**src/rtl/nmi_wake_pkg.sv**
```systemverilog
package nmi_wake_pkg;

    typedef enum logic [1:0] {
        PM_RUN  = 2'b00,
        PM_IDLE = 2'b01,
        PM_DOWN = 2'b10,
        PM_RSVD = 2'b11
    } pmode_e;

    typedef enum logic [1:0] {
        QS_LOW   = 2'b00,
        QS_COUNT = 2'b01,
        QS_HELD  = 2'b10
    } qual_state_e;

    typedef enum logic [1:0] {
        RS_QUIET = 2'b00,
        RS_WAKE  = 2'b01,
        RS_PEND  = 2'b10
    } resp_state_e;

endpackage

```
**src/rtl/nmi_sync.sv**
```systemverilog
module nmi_sync #(
    parameter int STAGES = 2
) (
    input  logic clk,
    input  logic rst_n,
    input  logic async_i,
    output logic sync_o
);
    logic [STAGES-1:0] chain_q;

    generate
        for (genvar g = 0; g < STAGES; g++) begin : g_stage
            if (g == 0) begin : g_first
                always_ff @(posedge clk or negedge rst_n) begin
                    if (!rst_n) chain_q[g] <= 1'b0;
                    else        chain_q[g] <= async_i;
                end
            end else begin : g_next
                always_ff @(posedge clk or negedge rst_n) begin
                    if (!rst_n) chain_q[g] <= 1'b0;
                    else        chain_q[g] <= chain_q[g-1];
                end
            end
        end
    endgenerate

    assign sync_o = chain_q[STAGES-1];
endmodule

```
**src/rtl/nmi_width_qual.sv**
```systemverilog
module nmi_width_qual
    import nmi_wake_pkg::*;
#(
    parameter int MIN_HIGH = 3,
    localparam int CNT_W = $clog2(MIN_HIGH + 1)
) (
    input  logic clk,
    input  logic rst_n,
    input  logic level_i,
    output logic qual_o
);
    localparam logic [CNT_W-1:0] LAST = CNT_W'(MIN_HIGH - 1);

    qual_state_e      state_q, state_d;
    logic [CNT_W-1:0] cnt_q, cnt_d;

    // state register
    always_ff @(posedge clk or negedge rst_n) begin
        if (!rst_n) begin
            state_q <= QS_LOW;
            cnt_q   <= '0;
        end else begin
            state_q <= state_d;
            cnt_q   <= cnt_d;
        end
    end

    // next state
    always_comb begin
        state_d = state_q;
        cnt_d   = cnt_q;
        unique case (state_q)
            QS_LOW: begin
                if (level_i) begin
                    state_d = QS_COUNT;
                    cnt_d   = CNT_W'(1);
                end
            end
            QS_COUNT: begin
                if (!level_i) begin
                    state_d = QS_LOW;
                    cnt_d   = '0;
                end else if (cnt_q == LAST) begin
                    state_d = QS_HELD;
                    cnt_d   = '0;
                end else begin
                    cnt_d = cnt_q + CNT_W'(1);
                end
            end
            QS_HELD: begin
                if (!level_i) state_d = QS_LOW;
            end
            default: begin
                state_d = QS_LOW;
                cnt_d   = '0;
            end
        endcase
    end

    // outputs
    always_comb begin
        qual_o = 1'b0;
        unique case (state_q)
            QS_COUNT: qual_o = level_i && (cnt_q == LAST);
            default:  qual_o = 1'b0;
        endcase
    end
endmodule

```
**src/rtl/nmi_resp_fsm.sv**
```systemverilog
module nmi_resp_fsm
    import nmi_wake_pkg::*;
#(
    parameter int          VEC_W  = 24,
    parameter logic [VEC_W-1:0] VECTOR = 24'hFF203E
) (
    input  logic             clk,
    input  logic             rst_n,
    input  logic             qual_i,
    input  logic [1:0]       pmode_i,
    input  logic             ack_i,
    output logic             req_o,
    output logic [VEC_W-1:0] vec_o,
    output logic             wake_o,
    output logic             resume_o
);
    resp_state_e state_q, state_d;
    pmode_e      mode;
    logic        resume_q;

    assign mode = pmode_e'(pmode_i);

    // state register
    always_ff @(posedge clk or negedge rst_n) begin
        if (!rst_n) state_q <= RS_QUIET;
        else        state_q <= state_d;
    end

    // return-point flag: rewritten only when an edge is accepted
    always_ff @(posedge clk or negedge rst_n) begin
        if (!rst_n) begin
            resume_q <= 1'b0;
        end else if (state_q == RS_QUIET && qual_i) begin
            if (mode == PM_RUN)       resume_q <= 1'b0;
            else if (mode == PM_IDLE) resume_q <= 1'b1;
        end
    end

    // next state
    always_comb begin
        state_d = state_q;
        unique case (state_q)
            RS_QUIET: begin
                if (qual_i) begin
                    unique case (mode)
                        PM_RUN:  state_d = RS_PEND;
                        PM_IDLE: state_d = RS_WAKE;
                        PM_DOWN: state_d = RS_QUIET;
                        PM_RSVD: state_d = RS_QUIET;
                        default: state_d = RS_QUIET;
                    endcase
                end
            end
            RS_WAKE: state_d = RS_PEND;
            RS_PEND: begin
                if (ack_i) state_d = RS_QUIET;
            end
            default: state_d = RS_QUIET;
        endcase
    end

    // outputs
    always_comb begin
        req_o  = 1'b0;
        wake_o = 1'b0;
        vec_o  = '0;
        unique case (state_q)
            RS_WAKE: wake_o = 1'b1;
            RS_PEND: begin
                req_o = 1'b1;
                vec_o = VECTOR;
            end
            default: ;
        endcase
    end

    assign resume_o = resume_q;
endmodule

```
**src/rtl/nmi_wake_ctrl.sv**
```systemverilog
module nmi_wake_ctrl
    import nmi_wake_pkg::*;
#(
    parameter int               SYNC_STAGES = 2,
    parameter int               MIN_HIGH    = 3,
    parameter int               VEC_W       = 24,
    parameter logic [VEC_W-1:0] VECTOR      = 24'hFF203E
) (
    input  logic             clk,
    input  logic             rst_n,
    input  logic             nmi_pin_i,
    input  logic [1:0]       pmode_i,
    input  logic             ack_i,
    output logic             nmi_req_o,
    output logic [VEC_W-1:0] nmi_vec_o,
    output logic             wake_o,
    output logic             resume_next_o
);
    logic pin_sync;
    logic edge_qual;

    nmi_sync #(.STAGES(SYNC_STAGES)) u_sync (
        .clk     (clk),
        .rst_n   (rst_n),
        .async_i (nmi_pin_i),
        .sync_o  (pin_sync)
    );

    nmi_width_qual #(.MIN_HIGH(MIN_HIGH)) u_qual (
        .clk     (clk),
        .rst_n   (rst_n),
        .level_i (pin_sync),
        .qual_o  (edge_qual)
    );

    nmi_resp_fsm #(.VEC_W(VEC_W), .VECTOR(VECTOR)) u_resp (
        .clk      (clk),
        .rst_n    (rst_n),
        .qual_i   (edge_qual),
        .pmode_i  (pmode_i),
        .ack_i    (ack_i),
        .req_o    (nmi_req_o),
        .vec_o    (nmi_vec_o),
        .wake_o   (wake_o),
        .resume_o (resume_next_o)
    );
endmodule

```
**config.mk**
```make
export PLATFORM = sky130hd
export DESIGN_NAME = nmi_wake_ctrl
export DESIGN_NICKNAME = d
export VERILOG_FILES = /design/src/rtl/nmi_wake_pkg.sv /design/src/rtl/nmi_sync.sv /design/src/rtl/nmi_width_qual.sv /design/src/rtl/nmi_resp_fsm.sv /design/src/rtl/nmi_wake_ctrl.sv
export SDC_FILE = /design/constraint.sdc
export NUM_CORES = 1
export LEC_CHECK = 0
export BUFFER_PORTS_ARGS = -buffer_cell sky130_fd_sc_hd__buf_2
export CORE_UTILIZATION = 40
export DETAILED_ROUTE_END_ITERATION = 16
export PLACE_DENSITY_LB_ADDON = 0.2
export SLEW_MARGIN = 20
export SYNTH_ARGS = -nofsm -noshare
export SYNTH_HDL_FRONTEND = slang
export SYNTH_HIERARCHICAL = 1
export SYNTH_SLANG_ARGS = --single-unit
```
**constraint.sdc**
```tcl
create_clock -name clk -period 2.65 [get_ports clk]
set_clock_uncertainty 0.05 [all_clocks]
set_input_delay 0.3975 -clock clk [delete_from_list [all_inputs] [get_ports clk]]
set_output_delay 0.3975 -clock clk [all_outputs]
set_load 0.005 [all_outputs]
```
==> flow_summary.yaml, run 1 <==
critical_path:
  critical_path_cell_count: 2
  critPathSlowestCell: "sky130_fd_sc_hd__nor2b_1"
  endpoint_kind: "primary output"
  crit_buf_inv: 1
  arrival_ns: 1.42
  crit_path_start_kind: "flop"
  cp_slowest_stage_delay_ns: 0.53
  crit_family: "simple AND/OR/NAND/NOR gates"
  critPathKind: "reg2out"
  setup.reg_to_reg.worst_slack_ns: 1.08
  r2r_cells: 4
  cp_max_fo: 15
  cp_cell_sequence: "nor2b_1, buf_2"
  timing.critical_path.required_ns: 2.20
clock_network:
  post_cts_hold_buffer_count: 1
  clock_slew_seen_by_the_registers_of_the_worst_setup_and_hold_paths_ns: 0.06
  clock_insertion_delay_worst_skew_ns: 0.25
  tritoncts_clock_tree: "done"
  ctsRootBufferMaster: "sky130_fd_sc_hd__clkbuf_4"
  cts_num_sinks: 9
  cts_inserted_buffers: 3
  htree_levels: 1
  ctsLongestPathBuffers: 2
  cts_resized: 0
  cts_setup_buffers: 0
synthesis:
  synth_warnings: 6
  synthAdderAreaFrac_pct: 0
  synthXorXnorAreaFrac_pct: 0
  postSynthAreaPerCell_um2: 10.6
  synth_cells: 54
  synth_top_family_by_area: "buffers and inverters"
  yosys.area_share.simple_pct: 17.4
  ys_ff_latch: 9
  complex_gate_fraction_of_the_synthesized_area_pct: 6.97
  synth.distinct_cells: 20
  synth_top_area_cell: "sky130_fd_sc_hd__dfrtp_1"
  register_area_share_after_synthesis_pct: 39.2
  yosys-mux-area-fraction_pct: 3.70
  area_of_the_mapped_netlist_um2: 574
  synth_top_area_share_pct: 39.2
  synth.top_cells.by_area: "sky130_fd_sc_hd__dfrtp_1, sky130_fd_sc_hd__buf_4, sky130_fd_sc_hd__nor2b_1, sky130_fd_sc_hd__nor4b_2, sky130_fd_sc_hd__o21a_1"
timing:
  timing.fmax_mhz: 536
  fin_ws_ns: 0.784
  max_slew_violation_count: 0
  least_margin_pin_slew_ns: 0.608
  period_share_pct: 70.4
  finalSetupViolations: 0
  finalHoldViolations: 0
  grt_setup_unrepaired: "no"
  max_slew_margin_pct: 59.4
  period_needed_ns: 1.87
  fin_setup_tns_ns: 0
die:
  start_util_pct: 43.6
  fp-row-count: 13
  design.die.area_um2: 1590
  i_o_pins: 33
  die_w_um: 39.9
  core_area_um2: 1320
  floorplan.die.height_um: 39.9
place:
  port_buffers: 22
  globalplace.congestion: 0.659
  place_ws_ns: 1.01
  place_inst: 76
  place.detailed.hpwl_um: 566
power_and_ir_drop:
  power_frac_clock_pct: 24.0
  sequential_fraction_of_design_power_pct: 42.4
  power_switching_share_pct: 30.6
  pd_cells_nw_per_um2: 712
  netSwitchingPower_mw: 0.129
  internal_power_mw: 0.293
  vdd_ir_drop_max_mv: 0.251
  static-leakage-power_nw: 0.338
  finalPower_mw: 0.422
  pwr-share-comb_pct: 33.6
global_routing:
  gr-usage-all-layers_pct: 10.2
  grt_pass1_wl_um: 966
  number_of_antenna_violations_at_the_first_check_in_global_routing: 0
  grt_pass1_vias: 222
  grt.overflow.total: 0
  maximum_number_of_pins_on_one_net_before_global_route_repair: 16
routing:
  route.antenna.remaining_nets: 0
  drcViolationCount: 0
  post_drt_wl_per_cell_um: 8.81
  drtIter0Drc: 1
  vias_after_detailed_routing: 335
  final_wirelength_um: 714
  first_pass_iters: 4
  drt-vias-per-instance: 4.14
min_path:
  holdPathStages: 1
  worstHoldPathType: "in2reg"
job:
  reported_max_cap_violation_count: 0
cells_and_area:
  layout.cells.most_common_list: "sky130_fd_sc_hd__buf_2, sky130_fd_sc_hd__conb_1, sky130_fd_sc_hd__dfrtp_1"
  antenna_cells_inserted: 0
  nets: 73
  final_util_pct: 45.0
  synth_to_final_area_change_pct: 3.27
  finalNonFillerCells: 81
  final_common_cell: "sky130_fd_sc_hd__buf_2"
  share_of_layout_cells_above_drive_strength_1_pct: 42.4
run_status:
  outcome: "finished, final reports clean"
[state kept, by name, indices dropped and copies added (netlist names)]
| register | flops |
|---|---|
| u_qual/cnt_q | 2 |
| u_resp/state_q | 2 |
| u_sync/chain_q | 1 |
| u_qual/state_q | 2 |
| u_sync/sync_o | 1 |
| u_resp/resume_o | 1 |
[metal layers]
layer  track usage (%)  part of all wire (%)  vias up
li1                  -                     -      169
met1              12.1                    45      149
met2              12.1                    48       15
met3              7.39                   5.7        2
met4              7.76                  0.70        0
met5                 0                     0        -
[layout make-up]
cell class / instances / area (um2)
clock buffers: 4 / 26.3
fillers: 135 / 724
inverters: 1 / 3.75
multi-input cells: 29 / 199
flip-flops and latches: 9 / 225
well taps: 15 / 18.8
repair buffers: 23 / 120
[Yosys cell counts, drive strengths merged]
cell,number
a21oi,1
a31oi,1
and2,1
and4bb,2
buf,24
conb,1
dfrtp,9
inv,1
mux2,1
mux2i,1
nand2b,2
nand3b,1
nor2b,3
nor3b,1
nor4b,1
o21a,2
o21ai,1
o31a,1
[cell families (layout without fill, tap and decap cells)]
group                  count (synthesis)  count (layout)
buffers and inverters                 25              28
DFF                                    9               9
other                                  1              10
muxes                                  2               2
and+or+nand+nor                       11              11
AOI/OAI and AO/OA                      6               6
[through the flow]
stage / cell area (um2) / hold slack [ns]
final: 593 / 0.201
after global routing: 593 / 0.172
after CTS: 593 / 0.188
after detailed placement: 557 / 0.207
after global placement: 557 / 0.210
after floorplan: 608 / 0.0519
[power by group through the flow]
stage | clock, mW | combinational (mW) | sequential [mW]
global placement | 0 | 0.143 | 0.182
floorplan | 0 | 0.167 | 0.177
finish | 0.101 | 0.142 | 0.179
detailed placement | 0 | 0.144 | 0.182
CTS | 0.105 | 0.146 | 0.179
global route | 0.116 | 0.160 | 0.182
[path summary, 6_finish.rpt]
| path | from | end |
|---|---|---|
| min reg2reg | u_sync/chain_q[0]$_DFF_PN0_ | u_sync/sync_o$_DFF_PN0_ |
| max | u_resp/state_q[1]$_DFFE_PN0P_ | nmi_vec_o[22] |
| min | nmi_pin_i | u_sync/chain_q[0]$_DFF_PN0_ |
| max in group asynchronous | rst_n | u_resp/resume_o$_DFFE_PN0P_ |
| min in group asynchronous | rst_n | u_qual/state_q[0]$_DFFE_PN0P_ |
| max reg2reg | u_qual/state_q[1]$_DFFE_PN0P_ | u_resp/resume_o$_DFFE_PN0P_ |
Power figures use the tool's default switching activity.
==> run 2, diff against run 1 <==
Settings changed: ABC_AREA set to 1.
Clock period 2.65 ns to 1.8 ns, I/O delays scaled along.
==> flow_summary.yaml, run 2 <==
global_routing:
  globalRouteMet3Util_pct: 3.41
  grtUsageMet1_pct: 14.7
  grt_pass1_wl_mm: 1.10
  maximum_number_of_pins_on_one_net_before_global_route_repair: 17
  grt.overflow.total: 0
  met2_track_demand_over_resource_in_global_routing_pct: 14.9
  gr-usage-all-layers_pct: 11.1
  number_of_antenna_violations_at_the_first_check_in_global_routing: 0
  grt_pass1_vias: 275
  grt_most_used_layer: "met2"
timing:
  period_needed_ns: 1.54
  finalSetupViolations: 0
  grt_setup_unrepaired: "no"
  fin_setup_tns_ns: 0
  finalHoldViolations: 0
  max_slew_violation_count: 0
  period_share_pct: 85.6
  timing.fmax_mhz: 649
  fin_ws_ns: 0.259
critical_path:
  critPathKind: "reg2out"
  crit_start: "u_resp/state_q[0]$_DFFE_PN0P_"
  setup.reg_to_reg.worst_slack_ns: 0.64
  reg2reg_start: "u_qual/cnt_q[0]$_DFFE_PN0P_"
  crit_path_end: "nmi_vec_o[5]"
  timing.rr.end: "u_resp/resume_o$_DFFE_PN0P_"
  cp_cell_sequence: "nor2_2, buf_2"
  r2r_cells: 8
  crit_buf_inv: 1
  timing.critical_path.required_ns: 1.48
  cp_slowest_stage_delay_ns: 0.40
  crit_family: "flip-flops"
  crit_path_start_kind: "flop"
  critPathSlowestCell: "sky130_fd_sc_hd__dfrtp_1"
  endpoint_kind: "primary output"
  arrival_ns: 1.22
  critical_path_cell_count: 2
  cp_max_fo: 16
synthesis:
  synth_top_area_share_pct: 39.2
  synth_cells: 72
  postSynthAreaPerCell_um2: 7.98
  synth_enable_flop_cells: 0
  synth.top_cells.by_area: "sky130_fd_sc_hd__dfrtp_1, sky130_fd_sc_hd__buf_4, sky130_fd_sc_hd__inv_1, sky130_fd_sc_hd__nand2_1, sky130_fd_sc_hd__nand3_1"
  register_area_share_after_synthesis_pct: 39.2
  synth_top_flop_cell: "sky130_fd_sc_hd__dfrtp_1"
  post-synth-top-count-cell: "sky130_fd_sc_hd__buf_4"
  area_of_the_mapped_netlist_um2: 574
  ys_ff_latch: 9
  synth_top_area_cell: "sky130_fd_sc_hd__dfrtp_1"
  synth_warnings: 6
  synth.cells.most_frequent: "sky130_fd_sc_hd__buf_4, sky130_fd_sc_hd__inv_1, sky130_fd_sc_hd__nand2_1, sky130_fd_sc_hd__dfrtp_1, sky130_fd_sc_hd__nor2_1"
  synth.distinct_cells: 13
  synth_async_sr_flop_share_pct: 100
job:
  reported_max_cap_violation_count: 0
die:
  design.die.area_um2: 1590
  i_o_pins: 33
  core_area_um2: 1320
  fp-row-count: 13
  die_w_um: 39.9
  start_util_pct: 43.6
  floorplan.die.height_um: 39.9
place:
  globalplace.congestion: 0.822
  place_ws_ns: 0.539
  postPlaceCellArea_um2: 557
  place.detailed.hpwl_um: 576
  port_buffers: 22
  place_inst: 94
routing:
  post_drt_wl_per_cell_um: 7.44
  drcViolationCount: 0
  drtIter0Drc: 7
  route.antenna.remaining_nets: 0
  final_wirelength_um: 737
  vias_after_detailed_routing: 381
  drt-vias-per-instance: 3.85
  first_pass_iters: 3
power_and_ir_drop:
  vdd_ir_drop_max_mv: 0.454
  finalPower_mw: 0.512
  static-leakage-power_nw: 0.394
  pd_cells_nw_per_um2: 864
cells_and_area:
  antenna_cells_inserted: 0
  finalNonFillerCells: 99
  nets: 91
  share_of_layout_cells_above_drive_strength_1_pct: 34.5
  filler_cell_count: 136
  reg.largest.list: "u_qual/cnt_q (2), u_qual/state_q (2), u_resp/state_q (2)"
  synth_to_final_area_change_pct: 3.27
  final_cell_area_um2: 593
  final_common_cell: "sky130_fd_sc_hd__buf_2"
  layout.cells.most_common_list: "sky130_fd_sc_hd__buf_2, sky130_fd_sc_hd__inv_1, sky130_fd_sc_hd__nand2_1, sky130_fd_sc_hd__conb_1, sky130_fd_sc_hd__dfrtp_1"
clock_network:
  cts_inserted_buffers: 3
  ctsLongestPathBuffers: 2
  tritoncts_clock_tree: "done"
  cts_resized: 0
  ctsRootBufferMaster: "sky130_fd_sc_hd__clkbuf_4"
  clock_slew_seen_by_the_registers_of_the_worst_setup_and_hold_paths_ns: 0.06
  clock_insertion_delay_worst_skew_ns: 0.26
  cts_num_sinks: 9
  htree_levels: 1
min_path:
  worst_hold_startpoint: "nmi_pin_i"
  worstHoldPathType: "in2reg"
run_status:
  outcome: "finished, final reports clean"
-- run 2: kinds of logic (layout without fill, tap and decap cells) --
logic type,after synthesis,count (layout),synth area share (%)
flip-flops,9,9,39.2
other,1,10,0.653
AO/OA/AOI/OAI,3,3,2.83
AND/OR/NAND/NOR,24,24,18.7
buffers and inverters,35,38,38.6
-- run 2: area by class of cell --
class / count / area, um2 / area share, %
clock buffers: 4 / 26.3 / 4.43
flip-flops and latches: 9 / 225 / 38.0
multi-input cells: 37 / 161 / 27.2
well taps: 15 / 18.8 / 3.16
inverters: 11 / 41.3 / 6.96
repair buffers: 23 / 120 / 20.3
-- run 2: stage by stage --
| stage | hold slack (ns) | util, % |
|---|---|---|
| after floorplan | -0.0756 | - |
| after global placement | 0.0832 | 42.3 |
| after detailed placement | 0.0860 | 42.3 |
| after CTS | 0.0553 | 45.0 |
| after global routing | 0.0505 | 45.0 |
| final | 0.0697 | 45.0 |
-- run 2: routing by layer --
metal  vias to the layer above  wire length (um)
li1                        204                 -
met1                       158               391
met2                        19               306
met3                         0                39
met4                         0                 0
met5                         -                 0
-- run 2: power breakdown --
part	switching, mW	total [mW]	internal, mW
Combinational	0.0610	0.107	0.0457
Sequential	0.0192	0.250	0.231
Clock	0.0697	0.155	0.0853
-- run 2: worst min-delay path by stage --
stage | end | depth (start not counted)
floorplan | u_qual/cnt_q[0]$_DFFE_PN0P_ | 0
global placement | u_qual/cnt_q[0]$_DFFE_PN0P_ | 1
detailed placement | u_qual/cnt_q[0]$_DFFE_PN0P_ | 1
CTS | u_sync/chain_q[0]$_DFF_PN0_ | 1
global route | u_sync/chain_q[0]$_DFF_PN0_ | 1
finish | u_sync/chain_q[0]$_DFF_PN0_ | 1
-- run 2: repair_timing --
item | 4_1_cts | 5_1_grt
hold buffers | 1 | 0
buffers inserted | 0 | 0
hold endpoints to repair | 9 | 0
==> run 3, diff against run 2 <==
Settings changed: SYNTH_HIERARCHICAL 1 to not set.
==> flow_summary.yaml, run 3 <==
run_status:
  outcome: "finished, final reports clean"
place:
  port_buffers: 22
  globalplace.congestion: 0.668
  place.detailed.hpwl_um: 569
  place_ws_ns: 0.660
clock_network:
  post_cts_hold_buffer_count: 1
  tritoncts_clock_tree: "done"
  clock_slew_seen_by_the_registers_of_the_worst_setup_and_hold_paths_ns: 0.06
  clock_insertion_delay_worst_skew_ns: 0.25
  htree_levels: 1
  ctsRootBufferMaster: "sky130_fd_sc_hd__clkbuf_4"
  cts_num_sinks: 9
  cts_inserted_buffers: 3
  ctsLongestPathBuffers: 2
  cts_resized: 0
  cts_setup_buffers: 0
cells_and_area:
  nets: 86
  final_common_cell: "sky130_fd_sc_hd__buf_2"
  filler_cell_count: 138
  reg.largest.list: "u_qual.cnt_q (2), u_qual.state_q (2), u_resp.state_q (2)"
  synth_to_final_area_change_pct: 4.60
  share_of_layout_cells_above_drive_strength_1_pct: 38.0
  layout.cells.most_common_list: "sky130_fd_sc_hd__buf_2, sky130_fd_sc_hd__nand2_1, sky130_fd_sc_hd__conb_1"
  antenna_cells_inserted: 0
  final_util_pct: 45.4
critical_path:
  cp_cell_sequence: "inv_1, nor2_1, buf_4, buf_2"
  timing.rr.end: "u_resp.resume_o$_DFFE_PN0P_"
  crit_path_start_kind: "flop"
  critPathSlowestCell: "sky130_fd_sc_hd__dfrtp_1"
  crit_family: "flip-flops"
  reg2reg_start: "u_qual.state_q[1]$_DFFE_PN0P_"
  r2r_cells: 6
  crit_buf_inv: 3
  endpoint_kind: "primary output"
  arrival_ns: 1.08
  setup.reg_to_reg.worst_slack_ns: 0.78
  cp_slowest_stage_delay_ns: 0.40
  timing.critical_path.required_ns: 1.48
  cp_max_fo: 16
  critPathKind: "reg2out"
synthesis:
  synth_enable_flop_cells: 0
  area_of_the_mapped_netlist_um2: 572
  ys_ff_latch: 9
  synth_top_area_cell: "sky130_fd_sc_hd__dfrtp_1"
  post-synth-top-count-cell: "sky130_fd_sc_hd__buf_4"
  postSynthAreaPerCell_um2: 8.66
  synth_cells: 66
  synth_warnings: 0
  register_area_share_after_synthesis_pct: 39.4
  synth.distinct_cells: 15
  synth_async_sr_flop_share_pct: 100
  synth_top_flop_cell: "sky130_fd_sc_hd__dfrtp_1"
  synth.top_cells.by_area: "sky130_fd_sc_hd__dfrtp_1, sky130_fd_sc_hd__buf_4, sky130_fd_sc_hd__nand2_1, sky130_fd_sc_hd__inv_1, sky130_fd_sc_hd__nand3_2"
  synth.cells.most_frequent: "sky130_fd_sc_hd__buf_4, sky130_fd_sc_hd__nand2_1, sky130_fd_sc_hd__dfrtp_1, sky130_fd_sc_hd__inv_1, sky130_fd_sc_hd__nor2_1"
  synth_top_area_share_pct: 39.4
power_and_ir_drop:
  vdd_ir_drop_max_mv: 0.484
  pd_cells_nw_per_um2: 974
  static-leakage-power_nw: 0.372
routing:
  drtIter0Drc: 2
  drt-vias-per-instance: 3.94
  post_drt_wl_per_cell_um: 7.11
  drcViolationCount: 0
  first_pass_iters: 2
  vias_after_detailed_routing: 370
  final_wirelength_um: 668
  route.antenna.remaining_nets: 0
die:
  die_w_um: 39.8
  design.die.area_um2: 1580
  fp-row-count: 13
  core_area_um2: 1320
  i_o_pins: 33
  start_util_pct: 43.4
  floorplan.die.height_um: 39.8
global_routing:
  grt_pass1_wl_mm: 1.03
  gr-usage-all-layers_pct: 10.2
  grt.overflow.total: 0
  number_of_antenna_violations_at_the_first_check_in_global_routing: 0
  grt_pass1_vias: 262
  maximum_number_of_pins_on_one_net_before_global_route_repair: 17
timing:
  timing.fmax_mhz: 716
  fin_hold_ws_ns: 0.0740
  finalSetupViolations: 0
  period_share_pct: 77.6
  fin_ws_ns: 0.403
  fin_setup_tns_ns: 0
  period_needed_ns: 1.40
  max_slew_violation_count: 0
  grt_setup_unrepaired: "no"
  finalHoldViolations: 0
job:
  reported_max_cap_violation_count: 0
min_path:
  worstHoldPathType: "in2reg"
  holdPathStages: 1
  worstHoldEndpoint: "u_sync.chain_q[0]$_DFF_PN0_"
  worst_hold_startpoint: "nmi_pin_i"
-- run 3: per-layer routing --
metal  global-route usage (%)  vias to the layer above  share of wire, %
met1                     13.6                      153                45
met5                        0                        -                 0
met3                     1.70                        0               7.2
met2                     14.3                       23                48
li1                         -                      194                 -
met4                     7.76                        0                 0
-- run 3: layout make-up --
class	count	area, um2	share of cell area [%]
clock buffers	4	26.3	4.39
inverters	9	33.8	5.65
multi-input cells	33	166	27.8
flip-flops and latches	9	225	37.7
well taps	15	18.8	3.14
repair buffers	24	128	21.3
-- run 3: per-stage QoR --
step	std cells	total power [mW]	cell area, um2
detailed placement	89	0.443	562
global placement	89	0.441	562
CTS	94	0.596	598
finish	94	0.583	598
global route	94	0.639	598
floorplan	75	0.432	606
-- run 3: cells by family after synthesis --
logic type | Yosys count | share of synthesized area (%)
AOI/OAI and AO/OA | 4 | 4.60
buffers and inverters | 33 | 37.4
DFF | 9 | 39.4
other | 1 | 0.656
and+or+nand+nor | 19 | 17.9
-- run 3: worst max path at each step --
stage | start | cells after the start | to | slack (ns)
global route | u_resp.state_q[1]$_DFFE_PN0P_ | 4 | nmi_vec_o[18] | 0.28
finish | u_resp.state_q[1]$_DFFE_PN0P_ | 4 | nmi_vec_o[21] | 0.40
global placement | u_resp.state_q[1]$_DFFE_PN0P_ | 4 | nmi_vec_o[16] | 0.69
floorplan | u_resp.state_q[1]$_DFFE_PN0P_ | 3 | nmi_vec_o[13] | 0.28
CTS | u_resp.state_q[1]$_DFFE_PN0P_ | 4 | nmi_vec_o[20] | 0.38
detailed placement | u_resp.state_q[1]$_DFFE_PN0P_ | 4 | nmi_vec_o[20] | 0.66
-- run 3: power by group --
part	switching, mW	internal [mW]
clock	0.0599	0.0848
sequential	0.0320	0.245
combinational	0.0898	0.0713
-- run 3: worst reg2reg max path: stages, from the launching register on --
cell,delay [ns]
sky130_fd_sc_hd__dfrtp_1,0.37
sky130_fd_sc_hd__inv_1,0.07
sky130_fd_sc_hd__nand2_1,0.11
sky130_fd_sc_hd__nor2_4,0.16
sky130_fd_sc_hd__nand2_1,0.06
sky130_fd_sc_hd__nand2_1,0.05
sky130_fd_sc_hd__nand2_1,0.04
